### config.mk
export PLATFORM = sky130hd
export DESIGN_NAME = sdma_seq
export DESIGN_NICKNAME = d
export VERILOG_FILES = /design/src/rtl/sdma_pkg.sv /design/src/rtl/sdma_gap_timer.sv /design/src/rtl/sdma_addr_unit.sv /design/src/rtl/sdma_fsm.sv /design/src/rtl/sdma_seq.sv
export SDC_FILE = /design/constraint.sdc
export NUM_CORES = 1
export LEC_CHECK = 0
export BUFFER_PORTS_ARGS = -buffer_cell sky130_fd_sc_hd__buf_2
export CAP_MARGIN = 5
export CORE_MARGIN = 1.5
export CORE_UTILIZATION = 30
export DETAILED_ROUTE_END_ITERATION = 6
export PLACE_DENSITY = 0.48
export SLEW_MARGIN = 20
export SYNTH_ARGS = -nofsm -noshare
export SYNTH_HDL_FRONTEND = slang
export SYNTH_SLANG_ARGS = --single-unit
export TNS_END_PERCENT = 50
### constraint.sdc
create_clock -name clk -period 9.34 [get_ports clk]
set_input_delay 0.934 -clock clk [delete_from_list [all_inputs] [get_ports clk]]
set_output_delay 0.934 -clock clk [all_outputs]
set_load 0.005 [all_outputs]
### src/rtl/sdma_pkg.sv
package sdma_pkg;

    typedef enum logic [1:0] {
        UNIT_B = 2'd0,
        UNIT_H = 2'd1,
        UNIT_L = 2'd2,
        UNIT_Q = 2'd3
    } unit_e;

    typedef enum logic [2:0] {
        ST_IDLE,
        ST_ARM,
        ST_REQ,
        ST_RD,
        ST_WR,
        ST_GAP
    } st_e;

    typedef struct packed {
        unit_e      unit;
        logic [1:0] mode;
    } xfer_cfg_t;

    function automatic logic [4:0] unit_bytes(unit_e u);
        case (u)
            UNIT_B:  return 5'd1;
            UNIT_H:  return 5'd2;
            UNIT_L:  return 5'd4;
            default: return 5'd16;
        endcase
    endfunction

    function automatic logic [1:0] beat_last(unit_e u);
        return (u == UNIT_Q) ? 2'd3 : 2'd0;
    endfunction

    function automatic logic [1:0] beat_size(unit_e u);
        return (u == UNIT_Q) ? 2'd2 : 2'(u);
    endfunction

endpackage

### src/rtl/sdma_gap_timer.sv
module sdma_gap_timer #(
    parameter int GW = 7
) (
    input  logic          clk,
    input  logic          rst,
    input  logic          load_i,
    input  logic [GW-1:0] len_i,
    output logic          expired_o
);
    logic [GW-1:0] cnt_q;

    always_ff @(posedge clk) begin
        if (rst) begin
            cnt_q <= '0;
        end else if (load_i) begin
            cnt_q <= len_i;
        end else if (cnt_q != '0) begin
            cnt_q <= cnt_q - 1'b1;
        end
    end

    assign expired_o = (cnt_q <= GW'(1));
endmodule

### src/rtl/sdma_addr_unit.sv
module sdma_addr_unit
    import sdma_pkg::*;
#(
    parameter int AW = 32,
    parameter int CW = 16
) (
    input  logic          clk,
    input  logic          rst,
    input  logic          load_i,
    input  logic [AW-1:0] src_i,
    input  logic [AW-1:0] dst_i,
    input  logic [CW-1:0] cnt_i,
    input  unit_e         unit_i,
    input  logic          advance_i,
    input  logic          beat_inc_i,
    output logic [AW-1:0] rd_addr_o,
    output logic [AW-1:0] wr_addr_o,
    output logic          last_beat_o,
    output logic          last_unit_o
);
    logic [AW-1:0] src_q, dst_q;
    logic [CW-1:0] cnt_q;
    logic [1:0]    beat_q;
    logic [AW-1:0] step;
    logic [AW-1:0] offs;

    assign step = AW'(unit_bytes(unit_i));
    assign offs = AW'(beat_q) << 2;

    always_ff @(posedge clk) begin
        if (rst) begin
            src_q  <= '0;
            dst_q  <= '0;
            cnt_q  <= '0;
            beat_q <= '0;
        end else if (load_i) begin
            src_q  <= src_i;
            dst_q  <= dst_i;
            cnt_q  <= cnt_i;
            beat_q <= '0;
        end else if (advance_i) begin
            src_q  <= src_q + step;
            dst_q  <= dst_q + step;
            cnt_q  <= cnt_q - 1'b1;
            beat_q <= '0;
        end else if (beat_inc_i) begin
            beat_q <= beat_q + 1'b1;
        end
    end

    assign rd_addr_o   = src_q + offs;
    assign wr_addr_o   = dst_q + offs;
    assign last_beat_o = (beat_q == beat_last(unit_i));
    assign last_unit_o = (cnt_q == CW'(1));
endmodule

### src/rtl/sdma_fsm.sv
module sdma_fsm
    import sdma_pkg::*;
(
    input  logic clk,
    input  logic rst,
    input  logic start_i,
    input  logic count_zero_i,
    input  logic req_n_i,
    input  logic gnt_i,
    input  logic last_beat_i,
    input  logic last_unit_i,
    input  logic spaced_i,
    input  logic gap_expired_i,
    output logic load_o,
    output logic advance_o,
    output logic beat_inc_o,
    output logic cap_o,
    output logic gap_load_o,
    output logic bus_req_o,
    output logic rd_o,
    output logic wr_o,
    output logic done_o
);
    st_e  st_q, st_n;
    logic done_q, done_n;

    always_comb begin
        st_n       = st_q;
        done_n     = done_q;
        load_o     = 1'b0;
        advance_o  = 1'b0;
        beat_inc_o = 1'b0;
        cap_o      = 1'b0;
        gap_load_o = 1'b0;
        case (st_q)
            ST_IDLE: begin
                if (start_i) begin
                    load_o = 1'b1;
                    if (count_zero_i) begin
                        done_n = 1'b1;
                    end else begin
                        done_n = 1'b0;
                        st_n   = ST_ARM;
                    end
                end
            end
            ST_ARM: begin
                if (!req_n_i) st_n = ST_REQ;
            end
            ST_REQ: begin
                if (gnt_i) st_n = ST_RD;
            end
            ST_RD: begin
                if (gnt_i) begin
                    cap_o = 1'b1;
                    st_n  = ST_WR;
                end
            end
            ST_WR: begin
                if (gnt_i) begin
                    if (last_beat_i) begin
                        advance_o = 1'b1;
                        if (last_unit_i) begin
                            done_n = 1'b1;
                            st_n   = ST_IDLE;
                        end else if (spaced_i) begin
                            gap_load_o = 1'b1;
                            st_n       = ST_GAP;
                        end else begin
                            st_n = ST_ARM;
                        end
                    end else begin
                        beat_inc_o = 1'b1;
                        st_n       = ST_RD;
                    end
                end
            end
            ST_GAP: begin
                if (gap_expired_i) st_n = ST_ARM;
            end
            default: st_n = ST_IDLE;
        endcase
    end

    always_ff @(posedge clk) begin
        if (rst) begin
            st_q   <= ST_IDLE;
            done_q <= 1'b0;
        end else begin
            st_q   <= st_n;
            done_q <= done_n;
        end
    end

    assign bus_req_o = (st_q == ST_REQ) || (st_q == ST_RD) || (st_q == ST_WR);
    assign rd_o      = (st_q == ST_RD) && gnt_i;
    assign wr_o      = (st_q == ST_WR) && gnt_i;
    assign done_o    = done_q;
endmodule

### src/rtl/sdma_seq.sv
module sdma_seq
    import sdma_pkg::*;
#(
    parameter int AW        = 32,
    parameter int CW        = 16,
    parameter int DW        = 32,
    parameter int GAP_SHORT = 16,
    parameter int GAP_LONG  = 64
) (
    input  logic          clk,
    input  logic          rst,
    input  logic          start_i,
    input  logic [AW-1:0] src_i,
    input  logic [AW-1:0] dst_i,
    input  logic [CW-1:0] count_i,
    input  logic [1:0]    unit_i,
    input  logic [1:0]    gap_mode_i,
    input  logic          xfer_req_n_i,
    output logic          bus_req_o,
    input  logic          bus_gnt_i,
    output logic [AW-1:0] mem_addr_o,
    output logic [1:0]    mem_size_o,
    output logic          mem_rd_o,
    output logic          mem_wr_o,
    output logic [DW-1:0] mem_wdata_o,
    input  logic [DW-1:0] mem_rdata_i,
    output logic          done_o
);
    localparam int GW = $clog2(GAP_LONG + 1);

    xfer_cfg_t     cfg_q;
    logic [DW-1:0] data_q;
    logic [1:0]    gap_sel;
    logic [GW-1:0] gap_len;
    logic          load, advance, beat_inc, data_cap, gap_load, gap_expired;
    logic          last_beat, last_unit;
    logic [AW-1:0] rd_addr, wr_addr;

    always_ff @(posedge clk) begin
        if (rst) begin
            cfg_q <= '{unit: UNIT_B, mode: 2'd0};
        end else if (load) begin
            cfg_q <= '{unit: unit_e'(unit_i), mode: gap_mode_i};
        end
    end

    always_ff @(posedge clk) begin
        if (rst) begin
            data_q <= '0;
        end else if (data_cap) begin
            data_q <= mem_rdata_i;
        end
    end

    assign gap_sel = cfg_q.mode;
    assign gap_len = gap_sel[1] ? GW'(GAP_LONG - 1) : GW'(GAP_SHORT - 1);

    sdma_fsm u_fsm (
        .clk           (clk),
        .rst           (rst),
        .start_i       (start_i),
        .count_zero_i  (count_i == '0),
        .req_n_i       (xfer_req_n_i),
        .gnt_i         (bus_gnt_i),
        .last_beat_i   (last_beat),
        .last_unit_i   (last_unit),
        .spaced_i      (gap_sel != 2'd0),
        .gap_expired_i (gap_expired),
        .load_o        (load),
        .advance_o     (advance),
        .beat_inc_o    (beat_inc),
        .cap_o         (data_cap),
        .gap_load_o    (gap_load),
        .bus_req_o     (bus_req_o),
        .rd_o          (mem_rd_o),
        .wr_o          (mem_wr_o),
        .done_o        (done_o)
    );

    sdma_addr_unit #(.AW(AW), .CW(CW)) u_addr (
        .clk         (clk),
        .rst         (rst),
        .load_i      (load),
        .src_i       (src_i),
        .dst_i       (dst_i),
        .cnt_i       (count_i),
        .unit_i      (cfg_q.unit),
        .advance_i   (advance),
        .beat_inc_i  (beat_inc),
        .rd_addr_o   (rd_addr),
        .wr_addr_o   (wr_addr),
        .last_beat_o (last_beat),
        .last_unit_o (last_unit)
    );

    sdma_gap_timer #(.GW(GW)) u_gap (
        .clk       (clk),
        .rst       (rst),
        .load_i    (gap_load),
        .len_i     (gap_len),
        .expired_o (gap_expired)
    );

    assign mem_addr_o  = mem_wr_o ? wr_addr : rd_addr;
    assign mem_size_o  = beat_size(cfg_q.unit);
    assign mem_wdata_o = data_q;
endmodule

==> impl_metrics.csv, run 1 <==
group,metric,value,unit
placement,port_buffers,190,
clock_network,clk_latency,0.43,ns
logic_synthesis,synth_compound_area_share,22.7,%
logic_synthesis,synth_mux_area_share,2.65,%
global_route,grt.overflow.total,0,
job,cap_violations,0,
critical_path,worstSetupPathType,"in2out",
placement,place_hpwl,19.0,mm
sta,finalSetupViolCount,0,
logic_synthesis,synth_xor_area_share,7.46,%
logic_synthesis,syn_avg_cell_area,7.44,um^2
global_route,grt_pass1_wl,43.8,mm
final_layout,final_core_util,37.3,%
sta,slew_violations,0,
clock_network,clock-sinks,129,
detailed_routing,post_drt_via_cell_ratio,5.29,
clock_network,clockBufferDepth,2,
power,leakagePower,3.68,nW
detailed_routing,drc,0,
global_route,antenna_found_initial,3,
logic_synthesis,synthesis.nets,1211,
critical_path,cpMaxStageDelayCell,"a222oi_1",
logic_synthesis,synth_warnings,0,
logic_synthesis,yosysUniqueCellTypes,74,
detailed_routing,postRouteAntennaNets,0,
sta,hold_viol,0,
global_route,grt_usage,19.7,%
floorplan,floorplan.io_pins,191,
sta,period_minus_slack,5.24,ns
sta,maxSlewHeadroom,28.8,%
sta,rsz0062_at_grt,"no",
floorplan,die_h,166,um
placement,gp_congestion,0.807,
critical_path,cp_cell_sequence,"buf_2 > nand4bb_2 > buf_4 > inv_4 > nand2_1 > nand2_1 > ha_1 > a21o_1 > nand4_1 > a222oi_1 > clkbuf_2 > nand4_1 > xor2_1 > mux2i_1 > buf_2",
critical_path,crit_path_max_incr_delay,0.63,ns
detailed_routing,first_pass_iters,5,
logic_synthesis,ys_ff_latch,129,
power,ir_drop,0.111,mV
clock_network,htree_levels,4,
logic_synthesis,synth-async-reset-ratio,0,%
critical_path,crit_arrival,4.31,ns
min_path,min_path_type,"reg2reg",
outcome,status,"finished, final reports clean",
floorplan,die_w,166,um
floorplan,core,26100,um^2
sta,fmax,191,MHz
logic_synthesis,synth_simple_gate_area_share,27.4,%
clock_network,cts_setup_buffers,0,
floorplan,dieArea,27600,um^2
clock_network,cts_tree,"yes",
final_layout,synthToLayoutAreaGrowth,21.7,%
critical_path,setup.worst_path.end_class,"output pin",
logic_synthesis,synth-edff-count,0,
final_layout,n_fill_cell,2864,
detailed_routing,wl,27.3,mm
clock_network,cts_resized,0,
detailed_routing,wl_per_cell,17.5,um
logic_synthesis,synth_top_flop_cell,"dfxtp_1",
global_route,grt_pass1_vias,7785,
critical_path,crit_required,8.41,ns
critical_path,path_max_fanout,46,
global_route,grt_max_degree,76,
clock_network,cts_root_buf,"clkbuf_16",
sta,tightest_slew,1.06,ns
detailed_routing,vias,8265,
sta,min_period_over_period,56.1,%
detailed_routing,drt_iter0_drc,569,
logic_synthesis,yosys.area.top_type_share,32.3,%
logic_synthesis,synth_fa_ha_area_share,2.73,%
critical_path,start_kind,"primary input",
power,powerDensity,227,nW/um^2
floorplan,initial_utilization,30.7,%
clock_network,numCtsBuffers,17,
logic_synthesis,netlist_instances,1074,
logic_synthesis,synthTopCellsByArea,"dfxtp_1 (32%), nand2_1 (8.6%), a21oi_1 (6.8%)",
sta,tns,0,ns
logic_synthesis,syn_area,7990,um^2
logic_synthesis,yosysMostFrequentCell,"nand2_1",
clock_network,path_clk_slew,0.07,ns
final_layout,multi_input_area,5040,um^2
floorplan,placementRows,59,
final_layout,final_nets,1348,
logic_synthesis,synth_top_cell_by_area,"dfxtp_1",
final_layout,final-seq-area,2580,um^2
logic_synthesis,synth_common_cells,"nand2_1 (183), dfxtp_1 (129), a21oi_1 (108)",
sta,skew,0.0155,ns
clock_network,hold_buffers,0,
logic_synthesis,seq_area_frac_synth,32.3,%
logic_synthesis,synth_top_family_by_area,"simple AND/OR/NAND/NOR gates",
final_layout,drive_above_1_share,20.9,%
## worst max-delay path: cells and delay by family
family / cells / cell delay, ns
buffers and inverters: 5 / 1.27
AOI/OAI and AO/OA: 2 / 0.86
and+or+nand+nor: 5 / 0.61
adders and majority gates: 1 / 0.28
xor gates and xnor gates: 1 / 0.17
muxes: 1 / 0.15
## cell type report
type	count	area share (%)
clock buffers	17	4.38
multi-input cells	848	51.8
well taps	335	4.31
clock inverters	15	1.65
diodes	2	0.0515
inverters	13	0.528
flip-flops and latches	129	26.6
repair buffers	202	10.7
## routing by layer
layer,track usage [%],part of all wire [%],vias to the layer above
met3,3.93,5.4,23
met1,26.7,47,3851
met5,0,0.048,-
met2,31.9,46,232
met4,4.74,1.1,2
li1,-,-,4157
## report_power, final
part | internal (mW) | switching, mW
clock | 0.359 | 0.313
sequential | 0.666 | 0.167
combinational | 0.300 | 0.402
total | 1.33 | 0.882
## flip-flops by register name, summed over array words and instances, names as in the netlist
register and count:
u_addr.dst_q 32, mem_wdata_o 32, gap_sel 2, u_fsm.done_o 1
u_fsm.st_q 3, u_gap.cnt_q 7, u_addr.src_q 32, cfg_q 2
u_addr.cnt_q 16, u_addr.beat_q 2
## per-stage QoR
step / power (mW) / area [um^2] / cells / hold slack (ns) / worst slack, ns
after global routing: 2.35 / 9720 / 1559 / 0.475 / 3.76
after floorplan: 1.31 / 7990 / 1074 / 0.450 / 4.45
after detailed placement: 1.55 / 9130 / 1526 / 0.444 / 3.87
after global placement: 1.55 / 9130 / 1526 / 0.439 / 3.89
after CTS: 2.23 / 9710 / 1558 / 0.453 / 3.85
final: 2.21 / 9720 / 1561 / 0.452 / 4.10
## cells by family after synthesis
kind of cell,count (synthesis)
AOI/OAI and AO/OA,284
xor gates and xnor gates,68
adders and majority gates,17
buffers and inverters,97
DFF,129
muxes,21
and+or+nand+nor,458
## worst paths after layout
kind                 endpoint  cells after the start  slack, ns             start
max            mem_addr_o[29]                     15       4.10         bus_gnt_i
min           mem_wdata_o[17]                      2       0.45   mem_wdata_o[17]
max reg2reg  u_addr.src_q[24]                      6       5.88  u_addr.src_q[10]
min reg2reg   mem_wdata_o[17]                      2       0.45   mem_wdata_o[17]
## placed cells by master (no fill, tap or decap), types with 15 or more instances in the layout
cell type / instances
ha_1: 15
o21ai_0: 37
nor2_1: 72
nor3_1: 31
nand4_1: 26
mux2i_1: 20
buf_2: 189
nand2_1: 182
a21oi_1: 107
clkbuf_16: 17
xnor2_1: 29
xor2_1: 39
or3_1: 18
a211oi_1: 23
a31oi_1: 21
nand3_1: 49
dfxtp_1: 129
(Power assumes the default switching activity.)
==> run 2: changes to the inputs <==
clock period = 5.2 ns   (was 9.34 ns; I/O delays follow)
==> impl_metrics.csv, run 2 (synthesis results as in run 1) <==
group,metric,value,unit
outcome,status,"finished, final reports clean",
detailed_routing,vias,8233,
final_layout,layout_common_cells,"buf_2 (189), nand2_1 (182), dfxtp_1 (129)",
global_route,grt.overflow.total,0,
critical_path,path_max_fanout,46,
final_layout,stdcell_count,1562,
critical_path,crit_arrival,3.69,ns
critical_path,crit_required,4.68,ns
floorplan,initial_utilization,30.7,%
floorplan,die_h,166,um
global_route,use_met2,31.7,%
global_route,use_met3,4.12,%
detailed_routing,drt_iter0_drc,451,
detailed_routing,post_drt_via_cell_ratio,5.27,
sta,finalSetupViolCount,0,
sta,period_minus_slack,4.21,ns
floorplan,core,26100,um^2
clock_network,cts_resized,0,
global_route,grt_pass1_vias,7854,
clock_network,cts_root_buf,"clkbuf_16",
final_layout,drive_above_1_share,21.0,%
clock_network,numCtsBuffers,17,
global_route,grt_busiest_layer,"met2",
sta,hold_viol,0,
sta,tightest_slew,0.879,ns
sta,skew,0.0114,ns
power,swShare,40.1,%
final_layout,final_nets,1349,
clock_network,htree_levels,4,
sta,rsz0062_at_grt,"no",
placement,dpl_worst_slack,1.34,ns
clock_network,clockBufferDepth,2,
detailed_routing,drc,0,
floorplan,placementRows,59,
placement,dp.cells,1528,
clock_network,cts_setup_buffers,0,
detailed_routing,wl,27.4,mm
clock_network,hold_buffers,0,
global_route,grt_usage,19.7,%
sta,maxSlewHeadroom,41.2,%
clock_network,cts_tree,"yes",
detailed_routing,wl_per_cell,17.5,um
power,p_int,2.38,mW
global_route,grt_max_degree,72,
global_route,antenna_found_initial,3,
clock_network,clock-sinks,129,
power,finalPower,3.97,mW
sta,tns,0,ns
critical_path,setup.worst_path.end_class,"output pin",
floorplan,floorplan.io_pins,191,
detailed_routing,postRouteAntennaNets,0,
sta,setup_slack,0.994,ns
critical_path,start_kind,"register",
clock_network,path_clk_slew,0.07,ns
floorplan,die_w,166,um
power,seq_power_share,37.7,%
power,switching_power,1.59,mW
placement,gp_congestion,0.808,
power,leakagePower,3.69,nW
clock_network,clk_latency,0.42,ns
placement,place_hpwl,19.2,mm
power,power.share.clock,30.4,%
final_layout,n_fill_cell,2806,
floorplan,dieArea,27600,um^2
global_route,met1_usage,26.7,%
global_route,grt_pass1_wl,43.7,mm
min_path,min_path_type,"in2reg",
detailed_routing,first_pass_iters,5,
sta,min_period_over_period,80.9,%
placement,port_buffers,190,
power,pwr-share-comb,31.9,%
job,cap_violations,0,
final_layout,final_common_cell,"buf_2",
critical_path,worstSetupPathType,"reg2out",
sta,fmax,238,MHz
power,ir_drop,0.212,mV
power,powerDensity,408,nW/um^2
final_layout,synthToLayoutAreaGrowth,21.8,%
sta,slew_violations,0,
==> run 2: changes by cell type in the layout (fill, tap and decap cells not counted), sizes merged <==
| cell | change |
|---|---|
| clkbuf | -1 |
| buf | +2 |
| clkinv | +1 |
| clkinvlp | -1 |
==> run 2: cell type report <==
cell class	instances	area, um^2	share of cell area (%)
sequential	129	2580	26.5
clock buffer	17	425	4.37
tap	335	419	4.31
antenna	2	5.00	0.0514
clock inverter	15	159	1.63
multi-input combinational	848	5040	51.8
timing repair buffer	203	1050	10.8
inverter	13	51.3	0.527
==> run 2: worst paths after layout <==
kind | start | to | slack, ns | cells after the start
worst min-delay path | mem_rdata_i[11] | mem_wdata_o[11] | 0.32 | 3
worst max-delay path | u_fsm.st_q[2] | mem_addr_o[19] | 0.99 | 12
worst min register to register | mem_wdata_o[21] | mem_wdata_o[21] | 0.45 | 2
worst max register to register | cfg_q[2] | u_addr.dst_q[22] | 1.84 | 8
==> run 2: per-layer routing <==
metal  up-vias  part of all wire (%)
met5         -                 0.033
met3        18                   5.4
li1       4151                     -
met1      3839                    48
met4         2                   1.1
met2       223                    46
==> run 2: through the flow <==
step	util, %	area [um^2]	hold slack, ns
3_5_place_dp	35.1	9140	0.443
6_report	37.3	9730	0.325
4_1_cts	37.3	9730	0.308
2_1_floorplan	-	7990	0.450
5_1_grt	37.3	9730	0.308
3_3_place_gp	35.1	9140	0.439
==> run 2: power by group through the flow <==
stage	registers, mW	logic [mW]	clock network, mW
floorplan	1.36	0.987	0
global placement	1.51	1.27	0
detailed placement	1.51	1.28	0
CTS	1.49	1.28	1.23
global route	1.54	1.43	1.28
finish	1.50	1.27	1.21
==> run 2: critical path: stages (launching register included) <==
cell	delay (ns)
dfxtp_1	0.53
nand4bb_2	0.19
inv_4	0.47
nand2_1	0.11
nand2_1	0.08
ha_1	0.18
a21o_1	0.27
nand4_1	0.16
a22oi_1	0.61
nand3_1	0.18
xor2_1	0.17
mux2i_1	0.16
buf_2	0.15
==> run 3: changes to the inputs <==
PLACE_DENSITY = 0.5   (was 0.48)
clock period = 3.62 ns   (was 5.2 ns; I/O delays follow)
==> impl_metrics.csv, run 3 (synthesis results as in run 1) <==
group,metric,value,unit
floorplan,die_w,166,um
final_layout,layout_common_cells,"buf_2 (189), nand2_1 (182), dfxtp_1 (128)",
power,powerDensity,587,nW/um^2
global_route,grt_pass1_wl,43.3,mm
critical_path,reg2regPathDepth,8,
critical_path,start_kind,"register",
detailed_routing,postRouteAntennaNets,0,
critical_path,path_max_fanout,20,
critical_path,cpMaxStageDelayCell,"nor4_1",
sta,min_period_over_period,92.2,%
critical_path,r2r-end,"u_addr.src_q[21]",
detailed_routing,post_drt_via_cell_ratio,5.28,
clock_network,cts_resized,0,
sta,skew,0.0113,ns
critical_path,worstSetupPathType,"reg2out",
global_route,grt_busiest_layer,"met2",
clock_network,path_clk_slew,0.07,ns
final_layout,drive_above_1_share,22.0,%
placement,dp.cells,1542,
global_route,grt_usage,19.5,%
floorplan,initial_utilization,30.7,%
critical_path,setup.worst_path.end_class,"output pin",
global_route,grt_pass1_vias,7802,
final_layout,n_fill_cell,2773,
global_route,use_met2,30.8,%
detailed_routing,wl,27.5,mm
sta,hold_viol,0,
floorplan,die_h,166,um
floorplan,dieArea,27600,um^2
global_route,grt_max_degree,107,
power,leakagePower,3.78,nW
critical_path,crit_arrival,2.98,ns
detailed_routing,drt_iter0_drc,530,
global_route,grt.overflow.total,0,
final_layout,final_area,9900,um^2
job,cap_violations,0,
sta,maxSlewHeadroom,36.5,%
final_layout,stdcell_count,1577,
placement,placed_area,9260,um^2
clock_network,clockBufferDepth,2,
critical_path,path_delay_family,"compound AO/OA/AOI/OAI gates",
sta,finalSetupViolCount,0,
outcome,status,"finished, final reports clean",
clock_network,cts_tree,"yes",
global_route,met1_usage,26.6,%
critical_path,crit_path_max_incr_delay,0.52,ns
floorplan,core,26100,um^2
critical_path,path_buf_inv,3,
min_path,whs_endpoint,"mem_wdata_o[1]",
critical_path,crit_top_cell,"o21ai_0",
clock_network,htree_levels,4,
clock_network,clock-sinks,129,
sta,tightest_slew,0.928,ns
placement,port_buffers,190,
clock_network,cts_root_buf,"clkbuf_16",
critical_path,crit_required,3.26,ns
sta,whs,0.159,ns
floorplan,placementRows,59,
critical_path,r2r-start,"cfg_q[3]",
sta,rsz0062_at_grt,"no",
critical_path,rrSetupSlack,0.69,ns
min_path,hp-start,"mem_rdata_i[1]",
detailed_routing,first_pass_iters,5,
sta,tns,0,ns
power,ir_drop,0.251,mV
placement,place_hpwl,19.6,mm
detailed_routing,vias,8322,
floorplan,floorplan.io_pins,191,
detailed_routing,wl_per_cell,17.5,um
sta,period_minus_slack,3.34,ns
sta,slew_violations,0,
critical_path,cp_cell_sequence,"nand4bb_4 > inv_4 > buf_4 > nor4_1 > o221ai_1 > o21a_1 > o21ai_0 > o21ai_0 > buf_2",
sta,fmax,299,MHz
final_layout,final_core_util,38.0,%
global_route,antenna_found_initial,5,
min_path,min_path_type,"in2reg",
clock_network,clk_latency,0.43,ns
final_layout,multi_input_area,5060,um^2
final_layout,synthToLayoutAreaGrowth,24.0,%
clock_network,cts_setup_buffers,0,
detailed_routing,drc,0,
clock_network,hold_buffers,0,
min_path,hold_depth,3,
global_route,use_met3,4.39,%
placement,gp_congestion,0.812,
final_layout,final-seq-area,2580,um^2
clock_network,numCtsBuffers,17,
final_layout,final_nets,1363,
final_layout,final_common_cell,"buf_2",
run 3: cell count changes in the layout (fill, tap and decap cells not counted), sizes merged:
cell and delta:
bufinv +1, diode +1, clkinvlp -1, buf +14
run 3: area by class of cell:
class                      count  share of cell area, %
clock buffer                  17                   4.30
sequential                   129                   26.1
clock inverter                15                   1.86
tap                          335                   4.23
timing repair buffer         217                   11.8
antenna                        3                 0.0758
inverter                      13                  0.518
multi-input combinational    848                   51.1
run 3: power by group:
| group | switching [mW] | internal, mW | total (mW) |
|---|---|---|---|
| clock network | 0.811 | 0.997 | 1.81 |
| registers | 0.402 | 1.72 | 2.12 |
| logic | 1.08 | 0.801 | 1.88 |
run 3: metal layers:
layer / up-vias / wire length [um]
li1: 4199 / -
met3: 29 / 1640
met5: - / 23
met4: 4 / 495
met2: 243 / 12500
met1: 3847 / 12900
run 3: tightest hold or removal path, cell delays in order:
cell and delay [ns]:
buf_2 0.09, nand2_1 0.04, a21oi_1 0.05
run 3: worst max-delay path by stage:
stage	to	depth (start not counted)	slack (ns)	start
6_report	mem_addr_o[24]	9	0.28	u_fsm.st_q[1]
5_1_grt	mem_addr_o[29]	12	0.06	u_fsm.st_q[1]
4_1_cts	mem_addr_o[31]	12	0.05	u_fsm.st_q[1]
3_5_place_dp	mem_addr_o[31]	12	0.50	u_fsm.st_q[1]
3_3_place_gp	mem_addr_o[29]	13	0.53	bus_gnt_i
2_1_floorplan	mem_addr_o[29]	16	0.01	u_fsm.st_q[0]
run 3: through the flow:
step / power (mW) / setup slack, ns
after CTS: 5.86 / 0.0498
after global routing: 6.20 / 0.0634
final: 5.81 / 0.281
after floorplan: 3.37 / 0.00993
after global placement: 4.02 / 0.527
after detailed placement: 4.02 / 0.501
